File: config.mk
export PLATFORM = sky130hd
export DESIGN_NAME = par_rx_port
export DESIGN_NICKNAME = d
export VERILOG_FILES = /design/src/rtl/par_rx_pkg.sv /design/src/rtl/par_rx_sync.sv /design/src/rtl/par_rx_stb_filt.sv /design/src/rtl/par_rx_fifo.sv /design/src/rtl/par_rx_hs.sv /design/src/rtl/par_rx_port.sv
export SDC_FILE = /design/constraint.sdc
export NUM_CORES = 1
export LEC_CHECK = 0
export ABC_AREA = 1
export BUFFER_PORTS_ARGS = -buffer_cell sky130_fd_sc_hd__buf_2
export CORE_MARGIN = 10
export CORE_UTILIZATION = 58
export DETAILED_ROUTE_END_ITERATION = 6
export MAX_ROUTING_LAYER = met4
export PLACE_DENSITY = 0.78
export RECOVER_POWER = 100
export REMOVE_ABC_BUFFERS = 1
export SETUP_SLACK_MARGIN = 0.02
export SLEW_MARGIN = 0
export SYNTH_ARGS = -nofsm -noshare
export SYNTH_HDL_FRONTEND = slang
export SYNTH_HIERARCHICAL = 1
export SYNTH_SLANG_ARGS = --single-unit
File: constraint.sdc
create_clock -name clk -period 2.65 [get_ports clk]
set_input_delay 0.53 -clock clk [delete_from_list [all_inputs] [get_ports clk]]
set_output_delay 0.53 -clock clk [all_outputs]
set_load 0.01 [all_outputs]
File: src/rtl/par_rx_pkg.sv
package par_rx_pkg;
  typedef enum logic [1:0] {
    HS_IDLE  = 2'd0,
    HS_STORE = 2'd1,
    HS_ACK   = 2'd2
  } hs_state_t;
endpackage

File: src/rtl/par_rx_sync.sv
module par_rx_sync #(
  parameter int W = 1,
  parameter logic RST_VAL = 1'b1
) (
  input  logic         clk,
  input  logic         rst_n,
  input  logic [W-1:0] d,
  output logic [W-1:0] q
);
  logic [W-1:0] meta;

  always_ff @(posedge clk or negedge rst_n) begin
    if (!rst_n) begin
      meta <= {W{RST_VAL}};
      q    <= {W{RST_VAL}};
    end else begin
      meta <= d;
      q    <= meta;
    end
  end
endmodule

File: src/rtl/par_rx_stb_filt.sv
module par_rx_stb_filt #(
  parameter int STB_MIN = 2
) (
  input  logic clk,
  input  logic rst_n,
  input  logic stb_s,
  input  logic clear,
  output logic stb_evt
);
  localparam int CW = $clog2(STB_MIN + 1);
  localparam logic [CW-1:0] LAST = CW'(STB_MIN - 1);

  logic [CW-1:0] low_cnt;
  logic          armed;

  assign stb_evt = armed && !stb_s && (low_cnt == LAST) && !clear;

  always_ff @(posedge clk or negedge rst_n) begin
    if (!rst_n) begin
      low_cnt <= '0;
      armed   <= 1'b0;
    end else if (clear) begin
      low_cnt <= '0;
      armed   <= 1'b0;
    end else if (stb_s) begin
      low_cnt <= '0;
      armed   <= 1'b1;
    end else begin
      if (low_cnt != LAST) low_cnt <= low_cnt + 1'b1;
      if (stb_evt) armed <= 1'b0;
    end
  end

  p_one_shot_r10: assert property (@(posedge clk) disable iff (!rst_n)
    stb_evt |=> !stb_evt);
endmodule

File: src/rtl/par_rx_fifo.sv
module par_rx_fifo #(
  parameter int DW    = 8,
  parameter int DEPTH = 4
) (
  input  logic          clk,
  input  logic          rst_n,
  input  logic          flush,
  input  logic          wr_valid,
  input  logic [DW-1:0] wr_data,
  output logic          wr_ready,
  output logic          rd_valid,
  output logic [DW-1:0] rd_data,
  input  logic          rd_ready
);
  localparam int AW = (DEPTH > 1) ? $clog2(DEPTH) : 1;

  logic [DW-1:0] mem [DEPTH];
  logic [AW:0]   wp, rp;
  logic [AW:0]   fill;
  logic          do_wr, do_rd;

  assign fill     = wp - rp;
  assign wr_ready = (fill != (AW+1)'(DEPTH));
  assign rd_valid = (fill != '0);
  assign rd_data  = mem[rp[AW-1:0]];
  assign do_wr    = wr_valid && wr_ready && !flush;
  assign do_rd    = rd_valid && rd_ready && !flush;

  always_ff @(posedge clk or negedge rst_n) begin
    if (!rst_n) begin
      wp <= '0;
      rp <= '0;
    end else if (flush) begin
      wp <= '0;
      rp <= '0;
    end else begin
      if (do_wr) wp <= wp + 1'b1;
      if (do_rd) rp <= rp + 1'b1;
    end
  end

  for (genvar i = 0; i < DEPTH; i++) begin : g_slot
    always_ff @(posedge clk) begin
      if (do_wr && (wp[AW-1:0] == AW'(i))) mem[i] <= wr_data;
    end
  end

  p_no_overflow_r5: assert property (@(posedge clk) disable iff (!rst_n)
    fill <= (AW+1)'(DEPTH));
  p_hold_out_r6: assert property (@(posedge clk) disable iff (!rst_n)
    (rd_valid && !rd_ready && !flush) |=> (rd_valid && $stable(rd_data)));
endmodule

File: src/rtl/par_rx_hs.sv
module par_rx_hs
  import par_rx_pkg::*;
#(
  parameter int DW       = 8,
  parameter int ACK_CLKS = 1000
) (
  input  logic          clk,
  input  logic          rst_n,
  input  logic          stb_evt,
  input  logic [DW-1:0] pdata,
  input  logic          init_act,
  output logic          wr_valid,
  output logic [DW-1:0] wr_data,
  input  logic          wr_ready,
  output logic          busy,
  output logic          ack_n
);
  localparam int CW = $clog2(ACK_CLKS + 1);
  localparam logic [CW-1:0] ACK_LOAD = CW'(ACK_CLKS - 1);

  hs_state_t     state;
  logic [CW-1:0] ack_cnt;
  logic [DW-1:0] byte_q;

  assign wr_valid = (state == HS_STORE) && !init_act;
  assign wr_data  = byte_q;
  assign busy     = (state != HS_IDLE) || init_act;
  assign ack_n    = (state != HS_ACK);

  always_ff @(posedge clk or negedge rst_n) begin
    if (!rst_n) begin
      state   <= HS_IDLE;
      ack_cnt <= '0;
      byte_q  <= '0;
    end else if (init_act) begin
      state   <= HS_IDLE;
      ack_cnt <= '0;
    end else begin
      unique case (state)
        HS_IDLE: if (stb_evt) begin
          byte_q <= pdata;
          state  <= HS_STORE;
        end
        HS_STORE: if (wr_ready) begin
          ack_cnt <= ACK_LOAD;
          state   <= HS_ACK;
        end
        HS_ACK: begin
          if (ack_cnt == '0) state <= HS_IDLE;
          else ack_cnt <= ack_cnt - 1'b1;
        end
        default: state <= HS_IDLE;
      endcase
    end
  end

  p_busy_on_capture_r3: assert property (@(posedge clk) disable iff (!rst_n)
    (stb_evt && state == HS_IDLE) |=> busy);
  p_ack_in_busy_r4: assert property (@(posedge clk) disable iff (!rst_n)
    !ack_n |-> busy);
  p_full_park_r5: assert property (@(posedge clk) disable iff (!rst_n)
    (state == HS_STORE && !wr_ready && !init_act) |=> (busy && ack_n));
  p_init_idle_r7: assert property (@(posedge clk) disable iff (!rst_n)
    init_act |=> (state == HS_IDLE));
  p_init_busy_r7: assert property (@(posedge clk) disable iff (!rst_n)
    init_act |-> busy);
endmodule

File: src/rtl/par_rx_port.sv
module par_rx_port #(
  parameter int DW       = 8,
  parameter int DEPTH    = 4,
  parameter int ACK_CLKS = 1000,
  parameter int STB_MIN  = 2
) (
  input  logic          clk,
  input  logic          rst_n,
  input  logic          stb_n,
  input  logic [DW-1:0] pdata,
  input  logic          init_n,
  input  logic          init_en,
  output logic          busy,
  output logic          ack_n,
  input  logic          paper_out_i,
  input  logic          select_i,
  input  logic          fault_i,
  output logic          pe,
  output logic          sel,
  output logic          fault_n,
  output logic          m_valid,
  output logic [DW-1:0] m_data,
  input  logic          m_ready
);
  logic [1:0]    ctl_s;
  logic          init_act, stb_evt;
  logic          wr_valid, wr_ready;
  logic [DW-1:0] wr_data;

  par_rx_sync #(.W(2), .RST_VAL(1'b1)) u_sync (
    .clk(clk), .rst_n(rst_n), .d({init_n, stb_n}), .q(ctl_s)
  );

  assign init_act = init_en && !ctl_s[1];

  par_rx_stb_filt #(.STB_MIN(STB_MIN)) u_filt (
    .clk(clk), .rst_n(rst_n), .stb_s(ctl_s[0]), .clear(init_act),
    .stb_evt(stb_evt)
  );

  par_rx_hs #(.DW(DW), .ACK_CLKS(ACK_CLKS)) u_hs (
    .clk(clk), .rst_n(rst_n), .stb_evt(stb_evt), .pdata(pdata),
    .init_act(init_act), .wr_valid(wr_valid), .wr_data(wr_data),
    .wr_ready(wr_ready), .busy(busy), .ack_n(ack_n)
  );

  par_rx_fifo #(.DW(DW), .DEPTH(DEPTH)) u_fifo (
    .clk(clk), .rst_n(rst_n), .flush(init_act),
    .wr_valid(wr_valid), .wr_data(wr_data), .wr_ready(wr_ready),
    .rd_valid(m_valid), .rd_data(m_data), .rd_ready(m_ready)
  );

  always_ff @(posedge clk or negedge rst_n) begin
    if (!rst_n) begin
      pe      <= 1'b0;
      sel     <= 1'b0;
      fault_n <= 1'b1;
    end else begin
      pe      <= paper_out_i;
      sel     <= select_i;
      fault_n <= !fault_i;
    end
  end

  p_fault_inv_r9: assert property (@(posedge clk) disable iff (!rst_n)
    1'b1 |=> (fault_n == !$past(fault_i)));
  p_sel_copy_r9: assert property (@(posedge clk) disable iff (!rst_n)
    1'b1 |=> (sel == $past(select_i)));
endmodule

Word level (Yosys, flattened, before mapping). Memory sizes are Yosys's and may differ from the RTL's. Cells that the tools add are included.

Register bits after elaboration: 36. RAM bits: 32. Input port bits: 17. Logic and storage cells: 102. Memories: 1.

Memories: u_fifo.mem (words 4, width 8, rd ports 1, clocked after Yosys merged registers in 0, wr ports 1, RTL line par_rx_fifo.sv:17) `logic [DW-1:0] mem [DEPTH];`.

Add/subtract/negate cells: 5. Equality and inequality tests: 13. Multiplexer cells: 36. Bitwise operators: 1. Reductions and logical operators: 34.

Operators with widths (number): $mux W10 (3); $mux W8 (3); $reduce_or A8 Y1 (3); $mux W2 (10); $pmux W10 S2 (1); $mux W1 (14); $logic_and A1 B1 Y1 (13); $mux W3 (4); $reduce_bool A3 Y1 (4); $logic_not A10 Y1 (1); $sub A10 B1 Y10 const B (1); $reduce_and A3 Y1 (3); $add A3 B1 Y3 const B (2); $eq A2 B1 Y1 const B (3); $eq A2 B2 Y1 const B (3); $ne A3 B1 Y1 const B (2); $ne A3 B2 Y1 const B (2); $pmux W2 S3 (1); $reduce_bool A2 Y1 (3); $logic_not A1 Y1 (4); $logic_not A2 Y1 (2); $ne A3 B3 Y1 const B (1); $sub A3 B3 Y3 (1); $add A2 B1 Y2 const B (1); 4 further kinds (4).

Logic depth before layout (Yosys ltp).
Word-level depth: 13. Gate-level depth with buffers: 13. Mapped depth without buffers: 13.

Modules after synthesis. Netlist, hierarchy kept.

Modules (own cells, without submodules): par_rx_fifo (instances 1, cells an instance 147, area an instance 1719.1 um^2, sequential area each 1111.1 um^2); par_rx_hs (instances 1, cells an instance 139, area an instance 1093.5 um^2, sequential area each 500.5 um^2); par_rx_stb_filt (instances 1, cells an instance 21, area an instance 153.9 um^2, sequential area each 75.1 um^2); par_rx_sync (instances 1, cells an instance 4, area an instance 105.1 um^2, sequential area each 105.1 um^2); par_rx_port (instances 1, cells an instance 6, area an instance 90.1 um^2, sequential area each 76.3 um^2).

Worst setup path after synthesis. No wires, ideal clock.

Path kind: flip-flop to flip-flop. Start point: reg u_fifo.rp[1]. End point: mem u_fifo.mem[0][0], enable pin. Arrival time: 1882 ps. Required time: 2279 ps. Path slack: 398 ps. Cell stages (with the launch flop): 9. Buffers on the path: 1. Period minus slack after synthesis: 2252 ps. Cells stage by stage: dfrtp_1 -> clkbuf_1 -> inv_1 -> ha_1 -> a21oi_1 -> nand2_2 -> nand3_4 -> nand3_2 -> nor2_1.

Longest elaborated chain between the ends: 11.

Ends and longest elaborated chain: start: declaration (RTL line par_rx_fifo.sv:18) `logic [AW:0] wp, rp;`; start signal: assignment (RTL line par_rx_fifo.sv:38) `if (do_rd) rp <= rp + 1'b1;`; $sub A3 B3 Y3 (*) (RTL line par_rx_fifo.sv:22) `assign fill = wp - rp;`; $ne A3 B3 Y1 (*) (RTL line par_rx_fifo.sv:23) `assign wr_ready = (fill != (AW+1)'(DEPTH));`; named net wr_ready (RTL line par_rx_port.sv:27) `logic wr_valid, wr_ready;`; $logic_and A1 B1 Y1 (*) (2 in a row) (RTL line par_rx_fifo.sv:26) `assign do_wr = wr_valid && wr_ready && !flush;`; $logic_and A1 B1 Y1 (RTL line par_rx_fifo.sv:44) `if (do_wr && (wp[AW-1:0] == AW'(i))) mem[i] <= wr_data;`; $mux W1 (RTL line par_rx_fifo.sv:44); $mux W1 (not written as such) (RTL line par_rx_fifo.sv:44); $reduce_or A8 Y1 (no line); $mux W2 (no line) / $mux W1 (equally long branches) (3 in a row); end: declaration (RTL line par_rx_fifo.sv:17).

Mark *: on every way through the listed nets, which the timed path passes. The rest lies on a longest branch.

Final worst setup path.
Start point: reg u_fifo.rp[1]. End point: out m_valid.

Longest elaborated chain between the ends: 2.

Ends and longest elaborated chain: $sub A3 B3 Y3 (RTL line par_rx_fifo.sv:22); $reduce_bool A3 Y1 (RTL line par_rx_fifo.sv:24) `assign rd_valid = (fill != '0);`; end: declaration (RTL line par_rx_port.sv:21) `output logic m_valid,`.

No other way between the ends.

==> metrics.cfg <==
[synthesis]
mean_instance_size_in_the_synthesized_netlist_um2 = 9.97
ys_ff_latch = 68
compound_gate_fraction_of_synth_area_pct = 6.05
combinational_family_with_the_most_area_after_synthesis = simple AND/OR/NAND/NOR gates
synth_warnings = 6
post_synth_mux_area_share_pct = 2.85
synth_xor_xnor_area_share_pct = 0.554
ys_seq_area_share_pct = 59.1
synth.lib_cells_used.distinct = 29
synth.cell_area_um2 = 3160
syn_inst = 317
synthAdderAreaFrac_pct = 3.56
yosys.area_share.simple_pct = 22.8

[placement]
numPortBuffers = 30
place.detailed.hpwl_um = 4610
finalWeightedCongestion = 0.876

[route]
wire_per_inst_um = 15.2
drt_iter0_markers = 90
detail_route.vias_per_cell = 5.39
dr_total_vias = 2332
ant_nets = 0
post-route-drc-count = 0
drt_pre_antenna_iters = 4
drt-total-wl_um = 6580

[worst_setup_path]
worstReg2RegEnd = u_fifo/mem[2][2]$_DFFE_PP_
r2r-start = u_fifo/rp[1]$_DFFE_PN0P_
start_kind = flop
cp_data_arrival_time_ns = 1.91
path_max_fanout = 11
endpoint_kind = primary output
worst-r2r-setup-slack_ns = 0.29
worst_r2r_path_depth = 8
critical_path_class = reg -> out
required_time_of_the_critical_path_ns = 2.12

[sta]
count_of_final_hold_check_violations = 0
final.min_clock_period_ns = 2.44
max_freq_ghz = 0.410
rsz0062_at_grt = no
setup_viol = 0
finClkSkew_ns = 0.00696
timing.final.crit_share_pct = 92.0
max-slew-margin-rel_pct = -30.5
timing.final.max_slew_violations = 37
fin_hold_ws_ns = 0.283
tns_ns = 0
slew_at_the_pin_with_the_worst_max_slew_slack_ns = 1.96

[floorplanning]
rows = 26
placeableCoreArea_um2 = 5200
die-height_um = 93.8
die-area_um2 = 8810
chipWidth_um = 93.8
design.portCount = 31
initial_core_util_pct = 60.7

[power]
ir_drop_uv = 550
power_density_nw_per_um2 = 945
power.static_leakage_uw = 0.00163
total_design_power_uw = 3390

[final_layout]
area_growth_syn_to_layout_pct = 13.4
layout.cells.most_common = sky130_fd_sc_hd__nand2_1
final_layout_size_suffix_gt1_share_pct = 20.1
area.sequential_um2 = 1870
multi_input_comb_area_um2 = 1090
nFillCells = 410
diodes = 0
finalCoreUtilization_pct = 68.9
commonest_cells_after_routing_fill_and_taps_aside = sky130_fd_sc_hd__nand2_1 (73), sky130_fd_sc_hd__nor2_1 (41), sky130_fd_sc_hd__edfxtp_1 (32), sky130_fd_sc_hd__dfrtp_1 (30), sky130_fd_sc_hd__inv_1 (29)
design.final.nets = 384

[outcome]
status = complete, but fails checks
failed_checks = max-capacitance violations, max-slew violations

[clock_tree]
cts_htree_levels = 3
postCtsHoldBufs = 0
worst_setup_hold_path_clk_slew_ns = 0.07
clk_root_buffer_cell = sky130_fd_sc_hd__clkbuf_8
clock_sinks = 68
clk-insertion-delay-late_ns = 0.34
clk_path_buf_depth = 2
cts_tree = built
tritoncts.num_buffers = 9

[flow_run]
drv_cap = 1

[min_path]
worstHoldPathType = in -> reg
min_to = u_sync/meta[1]$_DFF_PN1_
hold_path_startpoint = init_n
worst_hold_path.num_cells = 1

[grt]
number_of_global_route_vias_before_repair = 2458
global_route.usage.total_pct = 16.4
antenna_found_initial = 0
gr-total-overflow = 0
grt_first_pass_wirelength_um = 11000
largest_net_degree_at_the_start_of_global_routing = 37

==> through the flow <==
stage                     worst slack [ns]  area (um^2)  std cells
after floorplan                      0.510         3140        312
after global routing                0.0444         3590        433
final                                0.213         3590        433
after detailed placement             0.407         3410        417
after CTS                            0.154         3640        433
after global placement               0.516         3410        417
==> routing by layer <==
metal | vias up | track usage [%] | share of wire (%)
met5 | - | - | 0
met1 | 1126 | 15.9 | 41
met2 | 63 | 28.7 | 51
met3 | 15 | 5.28 | 5.5
met4 | 0 | 7.97 | 2.9
li1 | 1128 | - | -
==> worst max-delay path, cell delays in order (launching register included) <==
cell	delay [ns]
sky130_fd_sc_hd__dfrtp_2	0.47
sky130_fd_sc_hd__inv_1	0.20
sky130_fd_sc_hd__ha_1	0.29
sky130_fd_sc_hd__a21oi_1	0.25
sky130_fd_sc_hd__nand2_2	0.10
sky130_fd_sc_hd__nand3_4	0.09
sky130_fd_sc_hd__clkbuf_1	0.16
==> sequential cells by signal (all words and copies together) (netlist names), 2 cells and up <==
register,count
u_fifo/mem,32
u_hs/wr_data,8
u_fifo/wp,3
u_filt/low_cnt,2
u_hs/state,2
u_sync/q,2
u_hs/ack_cnt,10
u_sync/meta,2
u_fifo/rp,3
==> synthesized netlist by cell type, drive strengths merged <==
master	n	area, um^2
a21oi	5	25.0
buf	3	15.0
clkbuf	2	11.3
dfrtp	31	776
dfstp	5	131
edfxtp	32	961
ha	9	113
inv	35	134
mux2	8	90.1
nand2	82	340
nand3	22	140
nand3b	1	7.51
nand4	6	37.5
nor2	43	181
nor3	2	15.0
o21ai	21	116
o22ai	8	50.1
xor2	2	17.5
==> how the worst max path moves through the flow <==
stage               depth (start not counted)                startpoint  slack (ns)                           to
global placement                           11  u_fifo/rp[1]$_DFFE_PN0P_        0.52  u_hs/ack_cnt[6]$_DFFE_PN0P_
finish                                      6  u_fifo/rp[1]$_DFFE_PN0P_        0.21                      m_valid
CTS                                         6  u_fifo/rp[1]$_DFFE_PN0P_        0.15                      m_valid
detailed placement                         11  u_fifo/rp[1]$_DFFE_PN0P_        0.41  u_hs/ack_cnt[8]$_DFFE_PN0P_
global route                                8  u_fifo/rp[1]$_DFFE_PN0P_        0.04   u_fifo/mem[2][2]$_DFFE_PP_
floorplan                                   7  u_fifo/rp[1]$_DFFE_PN0P_        0.51   u_fifo/mem[0][0]$_DFFE_PP_
==> cell type report <==
cell class                      instances  area share [%]
Multi-Input combinational cell        209            30.4
Inverter                               35            3.73
Clock inverter                          3           0.558
Tap cell                               70            2.44
Sequential cell                        68            52.1
Timing Repair Buffer                   35            4.78
Clock buffer                           13            5.93
==> cell families after synthesis <==
logic type                 count (synthesis)
muxes                                      8
DFF                                       68
AOI/OAI and AO/OA                         34
adders and majority gates                  9
xor gates and xnor gates                   2
and+or+nand+nor                          156
buffers and inverters                     40
==> power by group <==
part | switching (uW) | internal (uW) | total, uW
registers | 169 | 1310 | 1470
clock network | 390 | 537 | 928
logic | 631 | 355 | 987
==> timing repair <==
action | CTS | global route
gates resized for setup | 0 | 1
setup buffers | 0 | 0
setup endpoints to repair | 0 | 1
Note: power is estimated with default switching activity, not from simulation.
